==> src/rtl/uart_brk_pkg.sv <==
// Shared constants and state types of the serial port with break generator.
// Assumes a fixed register map of three byte-wide registers.
package uart_brk_pkg;
    localparam logic [1:0] A_DATA = 2'd0;
    localparam logic [1:0] A_CFG  = 2'd1;
    localparam logic [1:0] A_STAT = 2'd2;

    localparam int BRK_SEL_W  = 3;
    localparam int CFG_PEN    = 0;
    localparam int CFG_PODD   = 1;
    localparam int CFG_BRK_LO = 2;
    localparam int CFG_TXINV  = CFG_BRK_LO + BRK_SEL_W;
    localparam int CFG_RXINV  = CFG_TXINV + 1;

    localparam int ST_OVR  = 0;
    localparam int ST_FRM  = 1;
    localparam int ST_PAR  = 2;
    localparam int ST_BUSY = 7;
    localparam int N_ERR   = 3;

    typedef enum logic [2:0] {
        TX_IDLE, TX_START, TX_DATA, TX_PAR, TX_STOP, TX_BRK, TX_BRKSTOP
    } tx_state_t;

    typedef enum logic [2:0] {
        RX_IDLE, RX_START, RX_DATA, RX_PAR, RX_STOP, RX_WAITHI
    } rx_state_t;
endpackage

==> src/rtl/uart_brk_tx.sv <==
// Frame and break transmitter. Sends start, data (LSB first), optional
// parity and stop. A break is 13+sel low bits followed by one high bit.
// Assumes that tick marks one oversampling period and that a bit is OSR ticks.
module uart_brk_tx
    import uart_brk_pkg::*;
#(
    parameter int DW       = 8,
    parameter int OSR      = 16,
    parameter int BRK_BASE = 13
) (
    input  logic                 clk,
    input  logic                 rst_n,
    input  logic                 en,
    input  logic                 tick,
    input  logic                 start,
    input  logic                 brk,
    input  logic [DW-1:0]        data,
    input  logic                 par_en,
    input  logic                 par_odd,
    input  logic [BRK_SEL_W-1:0] brk_sel,
    output logic                 line,
    output logic                 busy
);
    localparam int TW      = $clog2(OSR);
    localparam int BRK_MAX = BRK_BASE + (1 << BRK_SEL_W) - 1;
    localparam int BW      = $clog2((BRK_MAX > DW ? BRK_MAX : DW) + 1);

    tx_state_t     st;
    logic [TW-1:0] tcnt;
    logic [BW-1:0] bcnt;
    logic [DW-1:0] shreg;
    logic          par_bit;
    logic          pen_q;
    logic          bit_end;

    assign bit_end = tick && (tcnt == TW'(OSR - 1));

    // State sequencing, bit timing and shifting
    always_ff @(posedge clk) begin
        if (!rst_n) begin
            st      <= TX_IDLE;
            tcnt    <= '0;
            bcnt    <= '0;
            shreg   <= '0;
            par_bit <= 1'b0;
            pen_q   <= 1'b0;
        end else if (!en) begin
            st   <= TX_IDLE;
            tcnt <= '0;
        end else if (st == TX_IDLE) begin
            tcnt <= '0;
            if (brk) begin
                st   <= TX_BRK;
                bcnt <= BW'(BRK_BASE) + BW'(brk_sel);
            end else if (start) begin
                st      <= TX_START;
                shreg   <= data;
                par_bit <= (^data) ^ par_odd;
                pen_q   <= par_en;
            end
        end else begin
            if (tick) tcnt <= bit_end ? '0 : tcnt + 1'b1;
            if (bit_end) begin
                case (st)
                    TX_START: begin
                        st   <= TX_DATA;
                        bcnt <= BW'(DW - 1);
                    end
                    TX_DATA: begin
                        shreg <= shreg >> 1;
                        if (bcnt == '0) st <= pen_q ? TX_PAR : TX_STOP;
                        else            bcnt <= bcnt - 1'b1;
                    end
                    TX_PAR:  st <= TX_STOP;
                    TX_BRK: begin
                        if (bcnt == BW'(1)) st <= TX_BRKSTOP;
                        else                bcnt <= bcnt - 1'b1;
                    end
                    default: st <= TX_IDLE;
                endcase
            end
        end
    end

    // Line level for the current state, before pin inversion
    always_comb begin
        case (st)
            TX_START: line = 1'b0;
            TX_DATA:  line = shreg[0];
            TX_PAR:   line = par_bit;
            TX_BRK:   line = 1'b0;
            default:  line = 1'b1;
        endcase
    end

    assign busy = (st != TX_IDLE);
endmodule

==> src/rtl/uart_brk_rx.sv <==
// Frame receiver. Finds the start edge, samples each bit mid-window,
// and reports the character with its parity and stop-bit results as a
// one-cycle done pulse. Assumes a synchronised, polarity-corrected input.
module uart_brk_rx
    import uart_brk_pkg::*;
#(
    parameter int DW  = 8,
    parameter int OSR = 16
) (
    input  logic          clk,
    input  logic          rst_n,
    input  logic          en,
    input  logic          tick,
    input  logic          rxd,
    input  logic          par_en,
    input  logic          par_odd,
    output logic          done,
    output logic [DW-1:0] rx_data,
    output logic          par_err,
    output logic          frm_err
);
    localparam int TW   = $clog2(OSR);
    localparam int BW   = $clog2(DW);
    localparam int HALF = OSR / 2;

    rx_state_t     st;
    logic [TW-1:0] tcnt;
    logic [BW-1:0] bcnt;
    logic [DW-1:0] shreg;
    logic          pen_q, odd_q, perr_q;
    logic          full;

    assign full = (tcnt == TW'(OSR - 1));

    // Start detection, mid-bit sampling and result capture
    always_ff @(posedge clk) begin
        if (!rst_n) begin
            st      <= RX_IDLE;
            tcnt    <= '0;
            bcnt    <= '0;
            shreg   <= '0;
            pen_q   <= 1'b0;
            odd_q   <= 1'b0;
            perr_q  <= 1'b0;
            done    <= 1'b0;
            rx_data <= '0;
            par_err <= 1'b0;
            frm_err <= 1'b0;
        end else begin
            done <= 1'b0;
            if (!en) begin
                st   <= RX_IDLE;
                tcnt <= '0;
            end else if (tick) begin
                case (st)
                    RX_IDLE: begin
                        tcnt <= '0;
                        if (!rxd) begin
                            st     <= RX_START;
                            pen_q  <= par_en;
                            odd_q  <= par_odd;
                            perr_q <= 1'b0;
                        end
                    end
                    RX_START: begin
                        if (tcnt == TW'(HALF - 1)) begin
                            tcnt <= '0;
                            bcnt <= '0;
                            st   <= rxd ? RX_IDLE : RX_DATA;
                        end else begin
                            tcnt <= tcnt + 1'b1;
                        end
                    end
                    RX_DATA: begin
                        tcnt <= full ? '0 : tcnt + 1'b1;
                        if (full) begin
                            shreg <= {rxd, shreg[DW-1:1]};
                            if (bcnt == BW'(DW - 1)) st <= pen_q ? RX_PAR : RX_STOP;
                            else                     bcnt <= bcnt + 1'b1;
                        end
                    end
                    RX_PAR: begin
                        tcnt <= full ? '0 : tcnt + 1'b1;
                        if (full) begin
                            perr_q <= rxd ^ (^shreg) ^ odd_q;
                            st     <= RX_STOP;
                        end
                    end
                    RX_STOP: begin
                        tcnt <= full ? '0 : tcnt + 1'b1;
                        if (full) begin
                            done    <= 1'b1;
                            rx_data <= shreg;
                            par_err <= perr_q;
                            frm_err <= !rxd;
                            st      <= rxd ? RX_IDLE : RX_WAITHI;
                        end
                    end
                    default: begin
                        tcnt <= '0;
                        if (rxd) st <= RX_IDLE;
                    end
                endcase
            end
        end
    end
endmodule

==> src/rtl/uart_brk_regs.sv <==
// Register file: configuration with per-direction write locks, sticky
// error flags (clear on written 0, hardware set wins), receive buffer and
// transmit launch. Assumes the bit-mask form of writes for every register
// except data, which takes any write as a whole byte.
module uart_brk_regs
    import uart_brk_pkg::*;
#(
    parameter int DW = 8
) (
    input  logic             clk,
    input  logic             rst_n,
    input  logic             tx_on,
    input  logic             rx_on,
    input  logic [1:0]       addr,
    input  logic             wr,
    input  logic [DW-1:0]    wmask,
    input  logic [DW-1:0]    wdata,
    input  logic             rd,
    input  logic             tx_busy,
    input  logic             rx_done,
    input  logic [DW-1:0]    rx_data,
    input  logic             rx_perr,
    input  logic             rx_ferr,
    output logic [DW-1:0]    cfg,
    output logic [N_ERR-1:0] errs,
    output logic [DW-1:0]    rx_buf,
    output logic             rx_valid,
    output logic             tx_start
);
    logic [DW-1:0]    allow;
    logic [DW-1:0]    cmask;
    logic [N_ERR-1:0] clr, set;
    logic             wr_cfg, wr_st, rd_data;

    assign wr_cfg   = wr && (addr == A_CFG);
    assign wr_st    = wr && (addr == A_STAT);
    assign rd_data  = rd && (addr == A_DATA);
    assign tx_start = wr && (addr == A_DATA) && tx_on && !tx_busy;

    // Which configuration bits may be written now
    always_comb begin
        allow                           = '0;
        allow[CFG_PEN]                  = 1'b1;
        allow[CFG_PODD]                 = 1'b1;
        allow[CFG_BRK_LO +: BRK_SEL_W]  = {BRK_SEL_W{!tx_on}};
        allow[CFG_TXINV]                = !tx_on;
        allow[CFG_RXINV]                = !rx_on;
        cmask                           = wr_cfg ? (wmask & allow) : '0;
    end

    // Error-flag set and clear events
    always_comb begin
        set         = '0;
        set[ST_OVR] = rx_done && rx_valid && !rd_data;
        set[ST_FRM] = rx_done && rx_ferr;
        set[ST_PAR] = rx_done && rx_perr;
        clr         = wr_st ? (wmask[N_ERR-1:0] & ~wdata[N_ERR-1:0]) : '0;
    end

    // Configuration register update
    always_ff @(posedge clk) begin
        if (!rst_n) cfg <= '0;
        else        cfg <= (cfg & ~cmask) | (wdata & cmask);
    end

    // Sticky error flags, one per bit
    for (genvar i = 0; i < N_ERR; i++) begin : g_err
        always_ff @(posedge clk) begin
            if (!rst_n || !rx_on) errs[i] <= 1'b0;
            else if (set[i])      errs[i] <= 1'b1;
            else if (clr[i])      errs[i] <= 1'b0;
        end
    end

    // Receive buffer and its unread flag
    always_ff @(posedge clk) begin
        if (!rst_n) begin
            rx_buf   <= '0;
            rx_valid <= 1'b0;
        end else if (!rx_on) begin
            rx_valid <= 1'b0;
        end else if (rx_done) begin
            rx_buf   <= rx_data;
            rx_valid <= 1'b1;
        end else if (rd_data) begin
            rx_valid <= 1'b0;
        end
    end
endmodule

==> src/rtl/uart_brk_core.sv <==
// Top of the serial port with break generator. Applies pin inversion,
// synchronises the receive pin, and multiplexes register reads.
// Assumes that rxd_i is asynchronous and that baud_tick is a single-cycle strobe.
module uart_brk_core
    import uart_brk_pkg::*;
#(
    parameter int OSR         = 16,
    parameter int BRK_BASE    = 13,
    parameter int SYNC_STAGES = 2
) (
    input  logic       clk,
    input  logic       rst_n,
    input  logic       pwr_en,
    input  logic       tx_en,
    input  logic       rx_en,
    input  logic       baud_tick,
    input  logic       brk_req,
    input  logic [1:0] reg_addr,
    input  logic       reg_wr,
    input  logic [7:0] reg_wmask,
    input  logic [7:0] reg_wdata,
    input  logic       reg_rd,
    output logic [7:0] reg_rdata,
    output logic       rx_ready,
    output logic       txd_o,
    input  logic       rxd_i
);
    localparam int DW = 8;

    logic                 tx_on, rx_on;
    logic [DW-1:0]        cfg, rx_buf, rx_data;
    logic [N_ERR-1:0]     errs;
    logic                 tx_start, tx_busy, tx_line;
    logic                 rx_done, rx_perr, rx_ferr, rx_line;
    logic                 tx_inv, rx_inv;
    logic [BRK_SEL_W-1:0] brk_sel;

    assign tx_on   = pwr_en && tx_en;
    assign rx_on   = pwr_en && rx_en;
    assign tx_inv  = cfg[CFG_TXINV];
    assign rx_inv  = cfg[CFG_RXINV];
    assign brk_sel = cfg[CFG_BRK_LO +: BRK_SEL_W];
    assign txd_o   = tx_line ^ tx_inv;

    // Receive pin synchroniser, depth chosen by parameter
    if (SYNC_STAGES < 2) begin : g_sync1
        always_ff @(posedge clk) begin
            if (!rst_n) rx_line <= 1'b1;
            else        rx_line <= rxd_i ^ rx_inv;
        end
    end else begin : g_syncn
        logic [SYNC_STAGES-1:0] sq;
        always_ff @(posedge clk) begin
            if (!rst_n) sq <= '1;
            else        sq <= {sq[SYNC_STAGES-2:0], rxd_i ^ rx_inv};
        end
        assign rx_line = sq[SYNC_STAGES-1];
    end

    uart_brk_regs #(.DW(DW)) u_regs (
        .clk(clk), .rst_n(rst_n), .tx_on(tx_on), .rx_on(rx_on),
        .addr(reg_addr), .wr(reg_wr), .wmask(reg_wmask), .wdata(reg_wdata),
        .rd(reg_rd), .tx_busy(tx_busy), .rx_done(rx_done), .rx_data(rx_data),
        .rx_perr(rx_perr), .rx_ferr(rx_ferr), .cfg(cfg), .errs(errs),
        .rx_buf(rx_buf), .rx_valid(rx_ready), .tx_start(tx_start)
    );

    uart_brk_tx #(.DW(DW), .OSR(OSR), .BRK_BASE(BRK_BASE)) u_tx (
        .clk(clk), .rst_n(rst_n), .en(tx_on), .tick(baud_tick),
        .start(tx_start), .brk(brk_req), .data(reg_wdata),
        .par_en(cfg[CFG_PEN]), .par_odd(cfg[CFG_PODD]), .brk_sel(brk_sel),
        .line(tx_line), .busy(tx_busy)
    );

    uart_brk_rx #(.DW(DW), .OSR(OSR)) u_rx (
        .clk(clk), .rst_n(rst_n), .en(rx_on), .tick(baud_tick), .rxd(rx_line),
        .par_en(cfg[CFG_PEN]), .par_odd(cfg[CFG_PODD]), .done(rx_done),
        .rx_data(rx_data), .par_err(rx_perr), .frm_err(rx_ferr)
    );

    // Register read multiplexer
    always_comb begin
        reg_rdata = '0;
        case (reg_addr)
            A_DATA: reg_rdata = rx_buf;
            A_CFG:  reg_rdata = cfg;
            A_STAT: begin
                reg_rdata[ST_BUSY] = tx_busy;
                reg_rdata[ST_PAR]  = errs[ST_PAR];
                reg_rdata[ST_FRM]  = errs[ST_FRM];
                reg_rdata[ST_OVR]  = errs[ST_OVR];
            end
            default: reg_rdata = '0;
        endcase
    end
endmodule

==> config.mk <==
export PLATFORM = sky130hd
export DESIGN_NAME = uart_brk_core
export DESIGN_NICKNAME = d
export VERILOG_FILES = /design/src/rtl/uart_brk_pkg.sv /design/src/rtl/uart_brk_tx.sv /design/src/rtl/uart_brk_rx.sv /design/src/rtl/uart_brk_regs.sv /design/src/rtl/uart_brk_core.sv
export SDC_FILE = /design/constraint.sdc
export NUM_CORES = 1
export LEC_CHECK = 0
export ABC_AREA = 1
export CORE_MARGIN = 5
export CORE_UTILIZATION = 60
export CTS_BUF_LIST = sky130_fd_sc_hd__clkbuf_8
export DETAILED_ROUTE_END_ITERATION = 10
export PLACE_DENSITY_LB_ADDON = 0.25
export SLEW_MARGIN = 20
export SYNTH_ARGS = -nofsm -noshare
export SYNTH_HDL_FRONTEND = slang
export SYNTH_HIERARCHICAL = 1
export SYNTH_SLANG_ARGS = --single-unit
==> constraint.sdc <==
create_clock -name clk -period 3.4 [get_ports clk]
set_input_delay 0.51 -clock clk [delete_from_list [all_inputs] [get_ports clk]]
set_output_delay 0.51 -clock clk [all_outputs]
set_load 0.01 [all_outputs]
# Yosys cells after proc, flatten, opt, wreduce, memory -nomap -nowiden
# Index checks and enable logic that the tools add are counted.
# classes
reduce_logical,54
bitwise_logic,16
n_mul,0
addsub,5
magnitude_cmp,0
div,0
eq_ne,30
n_mux,56
shift,0
# ops
operator,n
$mux W3,20
$mux W8,6
$mux W5,5
$reduce_and A4 Y1,6
$and A8 B8 Y8,2
$pmux W4 S2,2
$reduce_bool A2 Y1,8
$reduce_xor A8 Y1,2
$pmux W3 S5,1
$pmux W5 S3,1
$logic_and A1 B1 Y1,13
$eq A3 B2 Y1 const B,4
$mux W4,3
$pmux W3 S4,1
$reduce_and A6 Y1,2
$mux W1,11
$ne A2 B1 Y1 const B,5
$ne A2 B2 Y1 const B,5
$reduce_and A5 Y1,2
$eq A3 B3 Y1 const B,3
$pmux W3 S3,1
$add A4 B1 Y4 const B,2
$and A8 B7 Y8,1
$eq A4 B4 Y1 const B,2
33 further kinds,53
# word_totals
ramBits,0
word_cells,185
inputBits,28
out_inout_bits,10
mem_bits_ro,0
n_memories,0
register_bits,76
latchBits,0

# Logic depth before layout (Yosys ltp)
# depth
depth_word,7
mapped_depth,11
mapped_depth_nobuf,11

# Hierarchy
# The synthesis kept the hierarchy.
# by_module_without_submodules
mod,n_inst,cells_each,seq_area_each_um2,area_each_um2
uart_brk_rx,1,221,640.6,1619.1
uart_brk_tx,1,236,440.4,1456.4
uart_brk_regs,1,119,380.4,813.3
uart_brk_core,1,46,40.0,242.7

# Worst setup path before layout
# OpenSTA, ideal clock, no wires.
# synth_timing
path_kind,register to register
from,register u_tx.st[2]
to,register u_tx.shreg[0]
period_less_slack_ns,1.631
setup_time_ns,0.132
path_stages_with_launch,10
setup_slack_ns,1.769
arrival_ns,1.499
required_time_ns,3.268
cell_sequence,dfxtp_1 > nor2_2 > nand2_4 > buf_2 > nor2_1 > inv_1 > o21ai_4 > nand2_2 > nand2_1 > a21oi_1
# synth_between
elab_chain_cells,5
# synth_lines
element,line_no,text
"start, declared",uart_brk_tx.sv:28,tx_state_t st;
"start signal, assigned",uart_brk_tx.sv:71,if (bcnt == '0) st <= pen_q ? TX_PAR : TX_STOP;
$reduce_bool A3 Y1,uart_brk_tx.sv:96,assign busy = (st != TX_IDLE);
via tx_busy,uart_brk_core.sv:33,"logic tx_start, tx_busy, tx_line;"
$logic_not A1 Y1,uart_brk_regs.sv:38,assign tx_start = wr && (addr == A_DATA) && tx_on && !tx_busy;
$logic_and A1 B1 Y1,uart_brk_regs.sv:38,
via tx_start,uart_brk_core.sv:33,
$ne A2 B2 Y1 (no source line),n/a,
$reduce_and A5 Y1 (no source line),n/a,
"end signal, assigned",uart_brk_tx.sv:57,shreg <= data;
"end signal, assigned",uart_brk_tx.sv:70,shreg <= shreg >> 1;
"end, declared",uart_brk_tx.sv:31,logic [DW-1:0] shreg;
# The timed path passes the listed nets, and every way through them passes these cells.
# A chain may end at the register's enable or synchronous reset.

# Worst setup path in the final report
# layout_timing
from,input reg_addr[0]
to,output reg_rdata[7]
# layout_between
elab_chain_cells,2
# layout_lines
element,line_no,text
"start, declared",uart_brk_core.sv:18,"input logic [1:0] reg_addr,"
"$eq A2 B2 Y1, or another cell as far along",uart_brk_core.sv:84,case (reg_addr)
$pmux W1 S3 (*),uart_brk_core.sv:84,
"end, declared",uart_brk_core.sv:23,"output logic [7:0] reg_rdata,"
# Every way passes the cells marked *; elsewhere a longest branch is shown, timed or not.

==> results by group <==
Outcome
  • Outcome: complete, no violations

Synthesis
  • Mapped cell area: just over 0.004 sq mm
  • Seq cells post-synth: 75
  • Post-synth EDFFs: 0
  • Synthesis Warnings: 6
  • Seq/Total Area, Yosys: 0.363
  • Cells after Synth: about 620
  • Dominant cell type by area after synthesis: dfxtp_1
  • Mean Syn Cell Area: between 6 and 7 sq um
  • Top post-synthesis cells by area: dfxtp_1, nand2_1, nor2_1
  • Top post-synthesis cells by count: nand2_1, nor2_1, dfxtp_1
  • Commonest register cell after synthesis: dfxtp_1
  • Net count after synthesis: ~660
  • Synth top area share: 0.363
  • Most frequent cell after synthesis: nand2_1
  • Netlist cell types: 37
  • FFs w/ async S/R, synth: 0

Worst setup path
  • Critical path type: in -> out
  • Worst path top cell family by delay: buffers and inverters
  • Cell Chain, Critical Path: clkdlybuf4s50_1 -> nor2_4 -> nand2_1 -> nand3_1 -> clkdlybuf4s50_1
  • Startpoint types: input port
  • Arr. time, crit path: roughly 2.2 ns
  • Critical Path RT: between 2 and 3 ns
  • Critical-path top delay cell: clkdlybuf4s50_1
  • Crit path top cell by count: clkdlybuf4s50_1
  • Number of buffer and inverter stages on the critical path: 2
  • CP Max Fanout: 13
  • Worst setup EP type: primary output
  • Worst path max stage delay: 0.68 ns

Final layout
  • Post-layout nets: 696
  • Filler Cells Inserted: 605
  • ANT cells: 0
  • Layout cells sized above 1: 0.0873
  • Synthesis-to-finish area growth: 13.3%

Power
  • Switching power: 0.467 mW
  • Pwr Density: approximately 360 mW/mm^2
  • Clock network power share: 0.341
  • P_int: 1.22 mW
  • Combinational share of power: 0.128
  • Max IR drop VDD: roughly 240 uV
  • Switching Share: 0.276
  • Seq pwr share: 0.531
  • Pleak: roughly 2.1 nW

Clock network
  • CTS tree: yes
  • Worst-skew pair later-pin latency: between 0.3 and 0.4 ns
  • Clk sinks: 75
  • Longest Clk Path Bufs: 2
  • Worst-path clk slew: approximately 0.07 ns
  • Num CTS Buffers: 9
  • Hold-fix buffers, CTS: 0
  • Total setup buffers inserted after CTS: 0
  • Htree depth: 3
  • CTS root buffer: clkbuf_8
  • Resized Gates After CTS: 0

Route
  • Drc violations: 0
  • WL/cell: 12.9 um
  • Vias: between 3k and 4k
  • Antenna viol nets, final: 0
  • Vias per cell: 5.34
  • Detailed-router iteration count before antenna repair: 5
  • DRT iter0 DRCs: ~210
  • WL final: between 9000 and 10000 um

Die
  • Rows: 30
  • Die X: 93.0 um
  • Core area: roughly 0.0068 sq mm
  • Starting Density: 0.611
  • Die Ht: ~93 um
  • I/O Pins: 38
  • Die ar.: 0.00865 sq mm

Place
  • Placer Congestion: a little under 0.9
  • Detailed Place HPWL: between 7000 and 8000 um
  • Number of port buffers: 36

STA
  • Worst-Margin Slew: about 0.63 ns
  • Slew margin rel.: 0.577
  • Clk_skew: between 0.01 and 0.015 ns
  • RSZ-0062 raised after global routing: false
  • F_max: roughly 370 MHz
  • Max-slew violation count: 0
  • Hold Vio Cnt, Final: 0
  • Tcrit/Tclk final: 0.796
  • Worst hold slack: 0.405 ns
  • Fin Setup TNS: 0 ns
  • Setup-failing EPs final: 0
  • Minimum clock period: approximately 2.7 ns

Min path
  • HP Class: reg -> reg

Global routing
  • GRT Total Usage: 0.233
  • Vias in the first global route: about 3.8k
  • Congestion Overflow GR: 0
  • First-pass GRT wire length: 16500 um
  • Pin count of the biggest net entering global routing: 31
  • Antenna violations before repair: 0

Run
  • Max-cap viol count: 0
cell usage in the layout, fill, tap and decap left out, types with 7 or more instances in the layout:
master / n
nand2_1: 166
dfxtp_1: 75
nand3_1: 57
nor2_1: 87
clkbuf_8: 9
o21ai_0: 36
nand4_1: 7
inv_1: 60
ha_1: 8
a21oi_1: 42
clkdlybuf4s50_1: 36
inv_2: 12
o21ai_1: 13
cell type report:
class / count / area, sq um / area share
Clock inverter: 6 / 35.0 / 0.00748
Timing Repair Buffer: 37 / 368 / 0.0786
Inverter: 74 / 288 / 0.0615
Clock buffer: 9 / 124 / 0.0265
Tap cell: 80 / 100 / 0.0214
Multi-Input combinational cell: 463 / 2260 / 0.484
Sequential cell: 75 / 1500 / 0.321
stage by stage:
step,util,std cells,instance area [sq um],worst slack [ns],total power [mW]
after floorplan,-,622,4130,1.77,1.05
after global placement,0.669,729,4520,0.757,1.12
after detailed placement,0.669,729,4520,0.714,1.13
after CTS,0.693,744,4680,0.710,1.70
after global routing,0.693,744,4680,0.590,1.77
final,0.693,744,4680,0.693,1.69
power groups by stage:
stage	combinational [mW]	clock, mW	sequential (mW)
2_1_floorplan	0.139	0	0.914
3_3_place_gp	0.208	0	0.917
3_5_place_dp	0.213	0	0.917
4_1_cts	0.215	0.589	0.896
5_1_grt	0.243	0.629	0.898
6_report	0.216	0.577	0.897
worst paths after layout:
check / from / end / slack (ns) / depth (start not counted)
setup / recovery: reg_addr[0] / reg_rdata[7] / 0.69 / 5
hold / removal: g_syncn.sq[0]$_SDFF_PN1_ / g_syncn.sq[1]$_SDFF_PN1_ / 0.41 / 2
setup reg to reg: u_tx/st[0]$_SDFFE_PN0P_ / u_tx/shreg[7]$_SDFFE_PN0P_ / 1.54 / 8
hold reg to reg: g_syncn.sq[0]$_SDFF_PN1_ / g_syncn.sq[1]$_SDFF_PN1_ / 0.41 / 2
worst min-delay path, cell delays in order (launching register included):
cell,delay (ns)
dfxtp_1,0.31
inv_1,0.03
nand2_1,0.04
per-layer routing:
layer	wire, um	part of all wire	GRT usage	vias up
li1	-	-	-	2065
met1	4220	0.44	0.280	1779
met2	4660	0.49	0.405	107
met3	508	0.053	0.0442	21
met4	203	0.021	0.0977	0
met5	0	0	0	-
registers in the layout, summed over array words and instances, names as in the netlist, named ones only:
| register | count |
|---|---|
| g_syncn.sq | 2 |
| u_regs/errs | 3 |
| u_regs/rx_buf | 8 |
| u_regs/rx_valid | 1 |
| u_rx/bcnt | 3 |
| u_rx/done | 1 |
| u_rx/frm_err | 1 |
| u_rx/odd_q | 1 |
| u_rx/par_err | 1 |
| u_rx/pen_q | 1 |
| u_rx/perr_q | 1 |
| u_rx/rx_data | 8 |
| u_rx/shreg | 8 |
| u_rx/st | 3 |
| u_rx/tcnt | 4 |
| u_tx/bcnt | 5 |
| u_tx/par_bit | 1 |
| u_tx/pen_q | 1 |
| u_tx/shreg | 8 |
| u_tx/st | 3 |
| u_tx/tcnt | 4 |
cell families (layout without fill, tap and decap cells):
logic type / after synthesis / count (layout) / synth area share
adder cells (fa/ha/maj): 8 / 8 / 0.0242
AO/OA/AOI/OAI: 99 / 99 / 0.129
AND/OR/NAND/NOR: 345 / 345 / 0.372
multiplexers: 1 / 1 / 0.00242
buffers and inverters: 84 / 126 / 0.0884
XOR/XNOR: 9 / 9 / 0.0191
flip-flops: 75 / 75 / 0.363
other: 1 / 1 / 0.000908
No activity file was read; power rests on OpenSTA's default activity.
